--- src/rtl/prog_seq_pkg.sv ---
package prog_seq_pkg;

    typedef enum logic [2:0] {
        OP_NONE  = 3'd0,
        OP_WEN   = 3'd1,
        OP_WDS   = 3'd2,
        OP_WRITE = 3'd3,
        OP_ERASE = 3'd4,
        OP_WRALL = 3'd5,
        OP_ERAL  = 3'd6,
        OP_READ  = 3'd7
    } op_e;

    typedef enum logic [2:0] {
        ST_IDLE,
        ST_ARMED,
        ST_CLEAR,
        ST_FILL,
        ST_HOLD
    } seq_state_e;

    function automatic logic op_is_prog(input op_e op);
        return (op == OP_WRITE) || (op == OP_ERASE) ||
               (op == OP_WRALL) || (op == OP_ERAL);
    endfunction

    function automatic logic op_is_single(input op_e op);
        return (op == OP_WRITE) || (op == OP_ERASE);
    endfunction

    function automatic logic op_has_fill(input op_e op);
        return (op == OP_WRITE) || (op == OP_WRALL);
    endfunction

endpackage

--- src/rtl/write_guard.sv ---
module write_guard
    import prog_seq_pkg::*;
(
    input  logic clk,
    input  logic rst_n,
    input  logic cmd_valid,
    input  op_e  cmd_op,
    output logic wel_o
);

    always_ff @(posedge clk or negedge rst_n) begin
        if (!rst_n) begin
            wel_o <= 1'b0;
        end else if (cmd_valid) begin
            if (cmd_op == OP_WEN) begin
                wel_o <= 1'b1;
            end else if (cmd_op == OP_WDS) begin
                wel_o <= 1'b0;
            end
        end
    end

    assert_wen_sets_R2: assert property (@(posedge clk) disable iff (!rst_n)
        (cmd_valid && cmd_op == OP_WEN) |=> wel_o);

    assert_wds_clears_R2: assert property (@(posedge clk) disable iff (!rst_n)
        (cmd_valid && cmd_op == OP_WDS) |=> !wel_o);

    assert_others_keep_R2: assert property (@(posedge clk) disable iff (!rst_n)
        (!cmd_valid || (cmd_op != OP_WEN && cmd_op != OP_WDS)) |=> $stable(wel_o));

endmodule

--- src/rtl/busy_timer.sv ---
module busy_timer #(
    parameter int CYCLES = 48
) (
    input  logic clk,
    input  logic rst_n,
    input  logic start,
    output logic busy_o,
    output logic done_o
);

    localparam int CNT_W = (CYCLES > 1) ? $clog2(CYCLES) : 1;
    localparam logic [CNT_W-1:0] LOAD = CNT_W'(CYCLES - 1);

    logic [CNT_W-1:0] cnt_q;

    always_ff @(posedge clk or negedge rst_n) begin
        if (!rst_n) begin
            busy_o <= 1'b0;
            cnt_q  <= '0;
        end else if (start) begin
            busy_o <= 1'b1;
            cnt_q  <= LOAD;
        end else if (busy_o) begin
            if (cnt_q == '0) begin
                busy_o <= 1'b0;
            end else begin
                cnt_q <= cnt_q - 1'b1;
            end
        end
    end

    assign done_o = busy_o && (cnt_q == '0);

    // a new interval is never launched over a running one
    assert_start_when_idle_R10: assert property (@(posedge clk) disable iff (!rst_n)
        start |-> !busy_o);

endmodule

--- src/rtl/rb_flag.sv ---
module rb_flag (
    input  logic clk,
    input  logic rst_n,
    input  logic set_i,
    input  logic cs,
    input  logic di,
    input  logic sk_rise,
    output logic flag_o
);

    logic clr_hit;
    assign clr_hit = cs && di && sk_rise;

    always_ff @(posedge clk or negedge rst_n) begin
        if (!rst_n) begin
            flag_o <= 1'b0;
        end else if (set_i) begin
            flag_o <= 1'b1;
        end else if (clr_hit) begin
            flag_o <= 1'b0;
        end
    end

    assert_clear_combo_R9: assert property (@(posedge clk) disable iff (!rst_n)
        (cs && di && sk_rise && !set_i) |=> !flag_o);

    assert_set_on_start_R9: assert property (@(posedge clk) disable iff (!rst_n)
        set_i |=> flag_o);

endmodule

--- src/rtl/prog_seq_top.sv ---
module prog_seq_top
    import prog_seq_pkg::*;
#(
    parameter int ADDR_W      = 4,
    parameter int DATA_W      = 16,
    parameter int PROG_CYCLES = 48
) (
    input  logic              clk,
    input  logic              rst_n,
    input  logic              cs,
    input  logic              di,
    input  logic              sk_rise,
    input  logic              cmd_valid,
    input  logic [2:0]        cmd_op,
    input  logic [ADDR_W-1:0] cmd_addr,
    input  logic [DATA_W-1:0] cmd_data,
    input  logic              supply_ok,
    output logic              arr_we,
    output logic [ADDR_W-1:0] arr_addr,
    output logic [DATA_W-1:0] arr_wdata,
    output logic              stat_oe,
    output logic              stat_bit
);

    localparam logic [ADDR_W-1:0] LAST_IDX = {ADDR_W{1'b1}};

    op_e              op_in;
    seq_state_e       state_q, state_d;
    op_e              op_q;
    logic [ADDR_W-1:0] addr_q;
    logic [DATA_W-1:0] data_q;
    logic [ADDR_W-1:0] idx_q;
    logic             cs_q;
    logic             cs_fall;
    logic             wel;
    logic             start_ok;
    logic             start;
    logic             capture;
    logic             last_step;
    logic             tmr_busy;
    logic             tmr_done;
    logic             show_flag;

    assign op_in   = op_e'(cmd_op);
    assign cs_fall = cs_q && !cs;

    always_ff @(posedge clk or negedge rst_n) begin
        if (!rst_n) begin
            cs_q <= 1'b0;
        end else begin
            cs_q <= cs;
        end
    end

    write_guard u_guard (
        .clk       (clk),
        .rst_n     (rst_n),
        .cmd_valid (cmd_valid),
        .cmd_op    (op_in),
        .wel_o     (wel)
    );

    busy_timer #(
        .CYCLES (PROG_CYCLES)
    ) u_timer (
        .clk    (clk),
        .rst_n  (rst_n),
        .start  (start),
        .busy_o (tmr_busy),
        .done_o (tmr_done)
    );

    rb_flag u_flag (
        .clk     (clk),
        .rst_n   (rst_n),
        .set_i   (start),
        .cs      (cs),
        .di      (di),
        .sk_rise (sk_rise),
        .flag_o  (show_flag)
    );

    assign start_ok  = wel && supply_ok;
    assign start     = (state_q == ST_ARMED) && cs_fall && start_ok;
    assign last_step = op_is_single(op_q) || (idx_q == LAST_IDX);
    assign capture   = cmd_valid && op_is_prog(op_in) && !cs_fall &&
                       ((state_q == ST_IDLE) || (state_q == ST_ARMED));

    // next-state logic
    always_comb begin
        state_d = state_q;
        unique case (state_q)
            ST_IDLE: begin
                if (capture) begin
                    state_d = ST_ARMED;
                end
            end
            ST_ARMED: begin
                if (cs_fall) begin
                    state_d = start_ok ? ST_CLEAR : ST_IDLE;
                end
            end
            ST_CLEAR: begin
                if (last_step) begin
                    state_d = op_has_fill(op_q) ? ST_FILL : ST_HOLD;
                end
            end
            ST_FILL: begin
                if (last_step) begin
                    state_d = ST_HOLD;
                end
            end
            ST_HOLD: begin
                if (tmr_done) begin
                    state_d = ST_IDLE;
                end
            end
            default: state_d = ST_IDLE;
        endcase
    end

    // state register
    always_ff @(posedge clk or negedge rst_n) begin
        if (!rst_n) begin
            state_q <= ST_IDLE;
        end else begin
            state_q <= state_d;
        end
    end

    // request capture and sweep index
    always_ff @(posedge clk or negedge rst_n) begin
        if (!rst_n) begin
            op_q   <= OP_NONE;
            addr_q <= '0;
            data_q <= '0;
            idx_q  <= '0;
        end else begin
            if (capture) begin
                op_q   <= op_in;
                addr_q <= cmd_addr;
                data_q <= cmd_data;
            end
            if (start) begin
                idx_q <= '0;
            end else if ((state_q == ST_CLEAR) || (state_q == ST_FILL)) begin
                idx_q <= last_step ? '0 : idx_q + 1'b1;
            end
        end
    end

    // outputs
    always_comb begin
        arr_we    = 1'b0;
        arr_addr  = op_is_single(op_q) ? addr_q : idx_q;
        arr_wdata = {DATA_W{1'b1}};
        unique case (state_q)
            ST_CLEAR: begin
                arr_we = 1'b1;
            end
            ST_FILL: begin
                arr_we    = 1'b1;
                arr_wdata = data_q;
            end
            default: begin
                arr_we = 1'b0;
            end
        endcase
        stat_bit = !tmr_busy;
        stat_oe  = show_flag && cs;
    end

    assert_we_only_busy_R4: assert property (@(posedge clk) disable iff (!rst_n)
        arr_we |-> !stat_bit);

    assert_sweep_fits_R4: assert property (@(posedge clk) disable iff (!rst_n)
        tmr_done |-> (state_q == ST_HOLD));

    assert_start_guarded_R3: assert property (@(posedge clk) disable iff (!rst_n)
        (state_q == ST_CLEAR && $past(state_q) == ST_ARMED) |->
            $past(wel && supply_ok && cs_fall));

    assert_fill_has_data_R5: assert property (@(posedge clk) disable iff (!rst_n)
        (state_q == ST_FILL) |-> op_has_fill(op_q));

    assert_busy_ignores_R10: assert property (@(posedge clk) disable iff (!rst_n)
        ((state_q == ST_CLEAR || state_q == ST_FILL || state_q == ST_HOLD) && cmd_valid)
            |=> (state_q != ST_ARMED));

endmodule

--- config.mk ---
export PLATFORM = sky130hd
export DESIGN_NAME = prog_seq_top
export DESIGN_NICKNAME = d
export VERILOG_FILES = /design/src/rtl/prog_seq_pkg.sv /design/src/rtl/write_guard.sv /design/src/rtl/busy_timer.sv /design/src/rtl/rb_flag.sv /design/src/rtl/prog_seq_top.sv
export SDC_FILE = /design/constraint.sdc
export NUM_CORES = 1
export LEC_CHECK = 0
export BUFFER_PORTS_ARGS = -buffer_cell sky130_fd_sc_hd__buf_2
export CORE_ASPECT_RATIO = 0.7
export CORE_MARGIN = 4
export CORE_UTILIZATION = 56
export CTS_BUF_LIST = sky130_fd_sc_hd__clkbuf_4 sky130_fd_sc_hd__clkbuf_8 sky130_fd_sc_hd__clkbuf_16
export CTS_CLUSTER_DIAMETER = 100
export DETAILED_ROUTE_END_ITERATION = 10
export HOLD_SLACK_MARGIN = 0.02
export MAX_ROUTING_LAYER = met4
export PLACE_DENSITY = 0.84
export SYNTH_ARGS = -nofsm -noshare
export SYNTH_HDL_FRONTEND = slang
export SYNTH_SLANG_ARGS = --single-unit
--- constraint.sdc ---
create_clock -name clk -period 3.2 [get_ports clk]
set_input_delay 0.16 -clock clk [delete_from_list [all_inputs] [get_ports clk]]
set_output_delay 0.16 -clock clk [all_outputs]
set_load 0.1 [all_outputs]
==> results of run 1 <==
-- cells in the mapped netlist, drive strengths merged (2+ instances only) --
| library cell | number | area share |
|---|---|---|
| dfrtp | 40 | 0.50 |
| mux2 | 26 | 0.15 |
| or3 | 17 | 0.053 |
| nand2 | 13 | 0.024 |
| inv | 8 | 0.015 |
| o21ai | 6 | 0.015 |
| buf | 4 | 0.016 |
| clkbuf | 4 | 0.0075 |
| o211ai | 4 | 0.015 |
| o31ai | 4 | 0.015 |
| ha | 3 | 0.019 |
| nand2b | 3 | 0.013 |
| nand3 | 3 | 0.0075 |
| nor2 | 3 | 0.0056 |
| nor3 | 3 | 0.0075 |
| xor2 | 3 | 0.013 |
| a2111oi | 2 | 0.018 |
| a211oi | 2 | 0.0075 |
| a21oi | 2 | 0.0050 |
| a31oi | 2 | 0.0063 |
| and3 | 2 | 0.0063 |
| nand4b | 2 | 0.0088 |
-- per-stage QoR --
stage	area, um2	total power [mW]	utilization
5_1_grt	2410	2.29	0.736
3_3_place_gp	2270	1.71	0.694
3_5_place_dp	2270	1.74	0.694
4_1_cts	2410	2.16	0.736
2_1_floorplan	2000	1.56	-
6_report	2410	2.14	0.736
-- worst register-to-register path, delay by kind of cell, from the launching register on --
kind             cells  cell delay, ps
AND/OR/NAND/NOR      2            1250
flip-flops           1             460
AO/OA/AOI/OAI        2             360
-- timing repair --
item | in CTS | in global routing
hold buffers | 2 | 0
buffers inserted | 0 | 0
hold endpoints to repair | 41 | 0
-- cell families (layout without fill, tap and decap cells) --
kind of cell,after synthesis,after routing,synth area share
AO/OA/AOI/OAI,29,29,0.113
XOR/XNOR,4,4,0.0176
adder cells (fa/ha/maj),3,3,0.0188
buffers and inverters,16,71,0.0389
flip-flops,40,40,0.502
multiplexers,26,26,0.147
AND/OR/NAND/NOR,56,56,0.163
-- power groups by stage --
| stage | clock (mW) | combinational [mW] | sequential [mW] |
|---|---|---|---|
| floorplan | 0 | 0.774 | 0.791 |
| global placement | 0 | 0.883 | 0.828 |
| detailed placement | 0 | 0.899 | 0.836 |
| CTS | 0.427 | 0.903 | 0.828 |
| global route | 0.452 | 0.977 | 0.859 |
| finish | 0.416 | 0.897 | 0.830 |
-- area by class of cell --
type | instances | share of cell area
clock inverter | 3 | 0.0197
inverter | 8 | 0.0125
tap | 47 | 0.0244
timing repair buffer | 55 | 0.119
sequential | 40 | 0.415
clock buffer | 5 | 0.0285
multi-input combinational | 118 | 0.380
-- per-layer routing --
layer  wire, um  vias to the layer above
met3        263                        6
met2       1640                       43
li1           -                      748
met4         54                        0
met5          0                        -
met1       1980                      712
-- worst max path at each step --
stage               startpoint             to
global route        state_q[2]  arr_wdata[10]
floorplan              op_q[1]    arr_addr[0]
CTS                    op_q[1]    arr_addr[3]
detailed placement  state_q[2]       idx_q[3]
finish              state_q[2]  arr_wdata[10]
global placement    state_q[2]       idx_q[3]
-- flip-flops by register name, indices dropped and copies added, names as in the netlist --
register and flops:
u_flag.flag_o 1, op_q 3, idx_q 4, data_q 16, u_guard.wel_o 1, u_timer.cnt_q 6
addr_q 4, cs_q 1, u_timer.busy_o 1, state_q 3
==> qor.csv, run 1 <==
stage;metric;value;unit
pwr;leakage;1.07;nW
worst_setup_path;CP endpoint kind;output pin;
pwr;sequential share of power;0.387;
final_layout;Final #Nets;261;
final_layout;n_diodes;0;
die;die width;79.4;um
route;total wire length;3.94;mm
cts;Post-CTS Resized;0;
final_layout;most frequent cells in the layout;52 x buf_2, 40 x dfrtp_1, 25 x mux2_2;
timing;Final Hold Fails;0;
pwr;peak supply drop;0.749;mV
logic_synthesis;Yosys warnings;0;
timing;Setup TNS Final;0;ps
worst_setup_path;CP bufs+invs;1;
cts;htree depth;2;
worst_setup_path;CP Cell Sequence;nand2b_1 > or3_1 > buf_2;
logic_synthesis;Netlist cell types;44;
placement;pre-CTS WS;1080;ps
worst_setup_path;CP Launch Type;flip-flop;
worst_setup_path;Worst R2R End;idx_q[3];
cts;clk sinks;40;
cts;Clk pin slew, worst setup/hold paths;80;ps
worst_setup_path;critical path depth;3;
global_route;busiest layer in global routing;met2;
route;DRT iter0 DRCs;78;
cts;total CTS buffers;5;
worst_setup_path;CP max stage cell;nand2b_1;
hold_path;Tightest Hold Check Type;input pin to flip-flop;
final_layout;most common cell after layout, fill and taps aside;buf_2;
global_route;GR Layer Usage met3;0.0776;
die;Die ar.;4600;um2
timing;worst slew margin relative to its limit;0.417;
final_layout;fin cells;276;
final_layout;# fillers;246;
global_route;routing usage on met2;0.264;
timing;Worst Tran Pin Value;874;ps
timing;Slew Limit Fails;0;
global_route;Remaining Overflow, GRT;0;
global_route;M1 GR Usage;0.261;
final_layout;layout cells sized above 1;0.397;
run_status;outcome;finished, final reports clean;
logic_synthesis;Mapped Nets;207;
worst_setup_path;Crit path max-delay family;simple AND/OR/NAND/NOR gates;
global_route;largest net degree at the start of global routing;41;
worst_setup_path;worst reg-to-reg path cell count;4;
logic_synthesis;register area share after synthesis;0.502;
placement;GP Congestion;0.799;
global_route;GR Util All Layers;0.193;
worst_setup_path;Critical Path AT;2040;ps
cts;Clock Latency Late Sink;300;ps
worst_setup_path;class of the most critical setup path;flip-flop to output pin;
route;drt drc;0;
logic_synthesis;average cell area after synthesis;11.5;um2
final_layout;Multi-input gate area;917;um2
logic_synthesis;Synth Register Bits;40;
pwr;PD cells;889;nW/um2
placement;Placed Cells incl. Taps;266;
global_route;initial antenna violation count;0;
timing;RSZ-0062 raised after global routing;false;
pwr;sw power;0.937;mW
route;Vias;1509;
logic_synthesis;Syn Inst Count;174;
timing;Layout Skew;8.83;ps
pwr;Sw Share;0.437;
cts;CTS Root Cell;clkbuf_8;
logic_synthesis;area of the mapped netlist;2000;um2
final_layout;FF+latch area;1000;um2
cts;Max clock buf depth;2;
timing;fmax;454;MHz
route;First-pass DRT Iterations;4;
timing;fin crit share;0.689;
route;Antenna Nets Post-Route;0;
worst_setup_path;reg2reg start;state_q[2];
timing;minimum hold slack;79.8;ps
run;Max-Cap Viols;0;
logic_synthesis;ys async rst share;1.00;
logic_synthesis;EDFF count, synth;0;
global_route;vias in the first global route;1472;
die;num ports;53;
global_route;first-pass GRT wire length;6.58;mm
pwr;Clock Power Share;0.194;
die;die height;57.9;um
timing;Final setup violation count;0;
timing;worst setup margin;996;ps
pwr;Int Power;1.21;mW
die;Core Region;3280;um2
worst_setup_path;worst reg-to-reg setup slack;1080;ps
placement;Port Buffers;52;
die;Starting Density;0.609;
cts;TritonCTS clock tree;yes;
logic_synthesis;top_reg_cell synth;dfrtp_1;
hold_path;hold depth;2;
route;Avg Vias per Cell;5.47;
placement;Detail Placement HPWL;2.87;mm
die;FP Rows;17;
worst_setup_path;Worst Path Max Fanout;22;
worst_setup_path;worst stage delay on the critical path;490;ps
hold_path;hold endpoint;data_q[9];
hold_path;Hold Crit Start;cmd_data[9];
timing;crit path time final;2200;ps
final_layout;area overhead of the layout relative to synthesis;20.8;%
pwr;logic gate share of total power;0.418;
route;drt wl/cell;14.3;um
worst_setup_path;WP data required;3040;ps
Power figures use the tool's default switching activity.
==> run 2: changes to the inputs <==
--- a/config.mk
+++ b/config.mk
@@ -8,13 +8,13 @@
 export BUFFER_PORTS_ARGS = -buffer_cell sky130_fd_sc_hd__buf_2
 export CORE_ASPECT_RATIO = 0.7
 export CORE_MARGIN = 4
-export CORE_UTILIZATION = 56
+export CORE_UTILIZATION = 52
 export CTS_BUF_LIST = sky130_fd_sc_hd__clkbuf_4 sky130_fd_sc_hd__clkbuf_8 sky130_fd_sc_hd__clkbuf_16
 export CTS_CLUSTER_DIAMETER = 100
 export DETAILED_ROUTE_END_ITERATION = 10
 export HOLD_SLACK_MARGIN = 0.02
 export MAX_ROUTING_LAYER = met4
-export PLACE_DENSITY = 0.84
+export PLACE_DENSITY = 0.79
 export SYNTH_ARGS = -nofsm -noshare
 export SYNTH_HDL_FRONTEND = slang
 export SYNTH_SLANG_ARGS = --single-unit
==> constraint.sdc (replaced) <==
create_clock -name clk -period 2.21 [get_ports clk]
set_input_delay 0.1105 -clock clk [delete_from_list [all_inputs] [get_ports clk]]
set_output_delay 0.1105 -clock clk [all_outputs]
set_load 0.1 [all_outputs]
==> qor.csv, run 2 (synthesis gave the netlist of run 1 again) <==
stage;metric;value;unit;change
run_status;outcome;finished, final reports clean;;
worst_setup_path;WP data required;2100;ps;-940 ps
worst_setup_path;class of the most critical setup path;flip-flop to output pin;;
final_layout;FF+latch area;1000;um2;unchanged
route;Avg Vias per Cell;5.41;;-1.1%
placement;Detail Placement HPWL;2.96;mm;+3.2%
route;DRT iter0 DRCs;78;;unchanged
placement;dpl cell area;2310;um2;+1.5%
die;Core Region;3600;um2;+10%
timing;Slew Limit Fails;0;;unchanged
final_layout;post-route cell area;2450;um2;+1.5%
cts;total CTS buffers;5;;unchanged
hold_path;Tightest Hold Check Type;input pin to flip-flop;;
pwr;PD cells;1280;nW/um2;+44%
route;drt wl/cell;14.6;um;+2.3%
route;First-pass DRT Iterations;4;;unchanged
timing;worst setup margin;157;ps;-839 ps
timing;Layout Skew;6.61;ps;-2.22 ps
pwr;total power;3.13;mW;+46%
timing;Final setup violation count;0;;unchanged
cts;Max clock buf depth;2;;unchanged
placement;Port Buffers;52;;unchanged
die;FP Rows;18;;+1
timing;RSZ-0062 raised after global routing;false;;
run;Max-Cap Viols;0;;unchanged
cts;postcts setup bufs;0;;unchanged
cts;clk sinks;40;;unchanged
cts;TritonCTS clock tree;yes;;
placement;Placed Cells incl. Taps;271;;+1.9%
pwr;Sw Share;0.432;;-0.00499
final_layout;layout cells sized above 1;0.416;;+0.0182
cts;CTS Root Cell;clkbuf_8;;
die;die width;82.0;um;+3.4%
timing;crit path time final;2050;ps;
final_layout;n_diodes;0;;unchanged
timing;Setup TNS Final;0;ps;unchanged
worst_setup_path;Worst Path Max Fanout;12;;-45%
cts;htree depth;2;;unchanged
timing;fin crit share;0.929;;
die;Starting Density;0.554;;-0.0554
worst_setup_path;CP Launch Type;flip-flop;;
final_layout;Multi-input gate area;926;um2;+0.95%
pwr;sequential share of power;0.383;;-0.004
pwr;Clock Power Share;0.190;;-0.004
die;num ports;53;;unchanged
global_route;Remaining Overflow, GRT;0;;unchanged
die;Die ar.;4910;um2;+6.8%
worst_setup_path;Critical Path AT;1940;ps;-100 ps
final_layout;Largest regs;data_q (16), u_timer.cnt_q (6);;
final_layout;Largest Register;data_q;;
timing;fmax;487;MHz;
cts;Clock Latency Late Sink;290;ps;about the same
global_route;GR Util All Layers;0.197;;+0.00465
global_route;largest net degree at the start of global routing;41;;unchanged
final_layout;most frequent cells in the layout;52 x buf_2, 40 x dfrtp_1, 25 x mux2_2;;
final_layout;post-layout util;0.679;;-0.0572
timing;Final Hold Fails;0;;unchanged
placement;pre-CTS WS;394;ps;-689 ps
pwr;leakage;1.08;nW;+1.4%
global_route;first-pass GRT wire length;6.93;mm;+5.2%
global_route;initial antenna violation count;0;;unchanged
route;Antenna Nets Post-Route;0;;unchanged
final_layout;fin cells;281;;+1.8%
final_layout;Final #Nets;263;;+0.77%
pwr;sw power;1.35;mW;+44%
route;total wire length;4.10;mm;+4.1%
pwr;peak supply drop;1.36;mV;+81%
placement;GP Congestion;0.762;;-4.7%
timing;worst slew margin relative to its limit;0.429;;+0.0120
worst_setup_path;CP endpoint kind;output pin;;
timing;minimum hold slack;44.3;ps;-35.5 ps
pwr;logic gate share of total power;0.427;;+0.009
global_route;vias in the first global route;1468;;-0.27%
final_layout;area overhead of the layout relative to synthesis;22.6;%;
pwr;Int Power;1.78;mW;+47%
route;drt drc;0;;unchanged
cts;Clk pin slew, worst setup/hold paths;80;ps;about the same
final_layout;most common cell after layout, fill and taps aside;buf_2;;
route;Vias;1520;;+0.73%
timing;Worst Tran Pin Value;856;ps;-17.9 ps
die;die height;59.8;um;+3.3%
final_layout;number of flip-flops in the largest register;16;;unchanged
final_layout;# fillers;288;;+17%
run 2: final cells by class:
type,instances,area share
Timing Repair Buffer,57,0.129
Multi-Input combinational cell,118,0.379
Tap cell,50,0.0256
Sequential cell,40,0.409
Inverter,8,0.0123
Clock inverter,2,0.0143
Clock buffer,6,0.0312
run 2: critical path, cell delays in order (launching register included):
cell and delay, ps:
dfrtp_1 470, nand2b_2 320, buf_4 220, or3_1 320, buf_2 300
run 2: power by group through the flow:
stage | clock, mW | combinational [mW] | sequential, mW
2_1_floorplan | 0 | 1.13 | 1.14
3_3_place_gp | 0 | 1.30 | 1.20
3_5_place_dp | 0 | 1.33 | 1.21
4_1_cts | 0.614 | 1.34 | 1.20
5_1_grt | 0.637 | 1.45 | 1.24
6_report | 0.593 | 1.34 | 1.20
run 2: final timing paths:
kind                                    endpoint     startpoint  depth (start not counted)  slack (ps)
worst max-delay path                arr_wdata[4]     state_q[2]                          4         160
worst min-delay path                  data_q[11]   cmd_data[11]                          2          40
worst max register to register        data_q[14]     state_q[1]                          4         360
worst min register to register     u_flag.flag_o  u_flag.flag_o                          2         470
max in group asynchronous          u_guard.wel_o          rst_n                          2        1210
min in group asynchronous       u_timer.cnt_q[3]          rst_n                          2         460
run 2: routing by layer:
metal / vias to the layer above / track usage / share of wire
met5: - / - / 0
met4: 0 / 0.0853 / 0.017
met3: 7 / 0.0452 / 0.055
met2: 38 / 0.269 / 0.42
met1: 730 / 0.280 / 0.50
li1: 745 / - / -
run 2: repair_timing:
action                                  in CTS  in global routing
gates resized for setup                      0                  2
endpoints found under the setup margin       0                 15
hold buffers                                 2                  0
endpoints found under the hold margin       41                  0
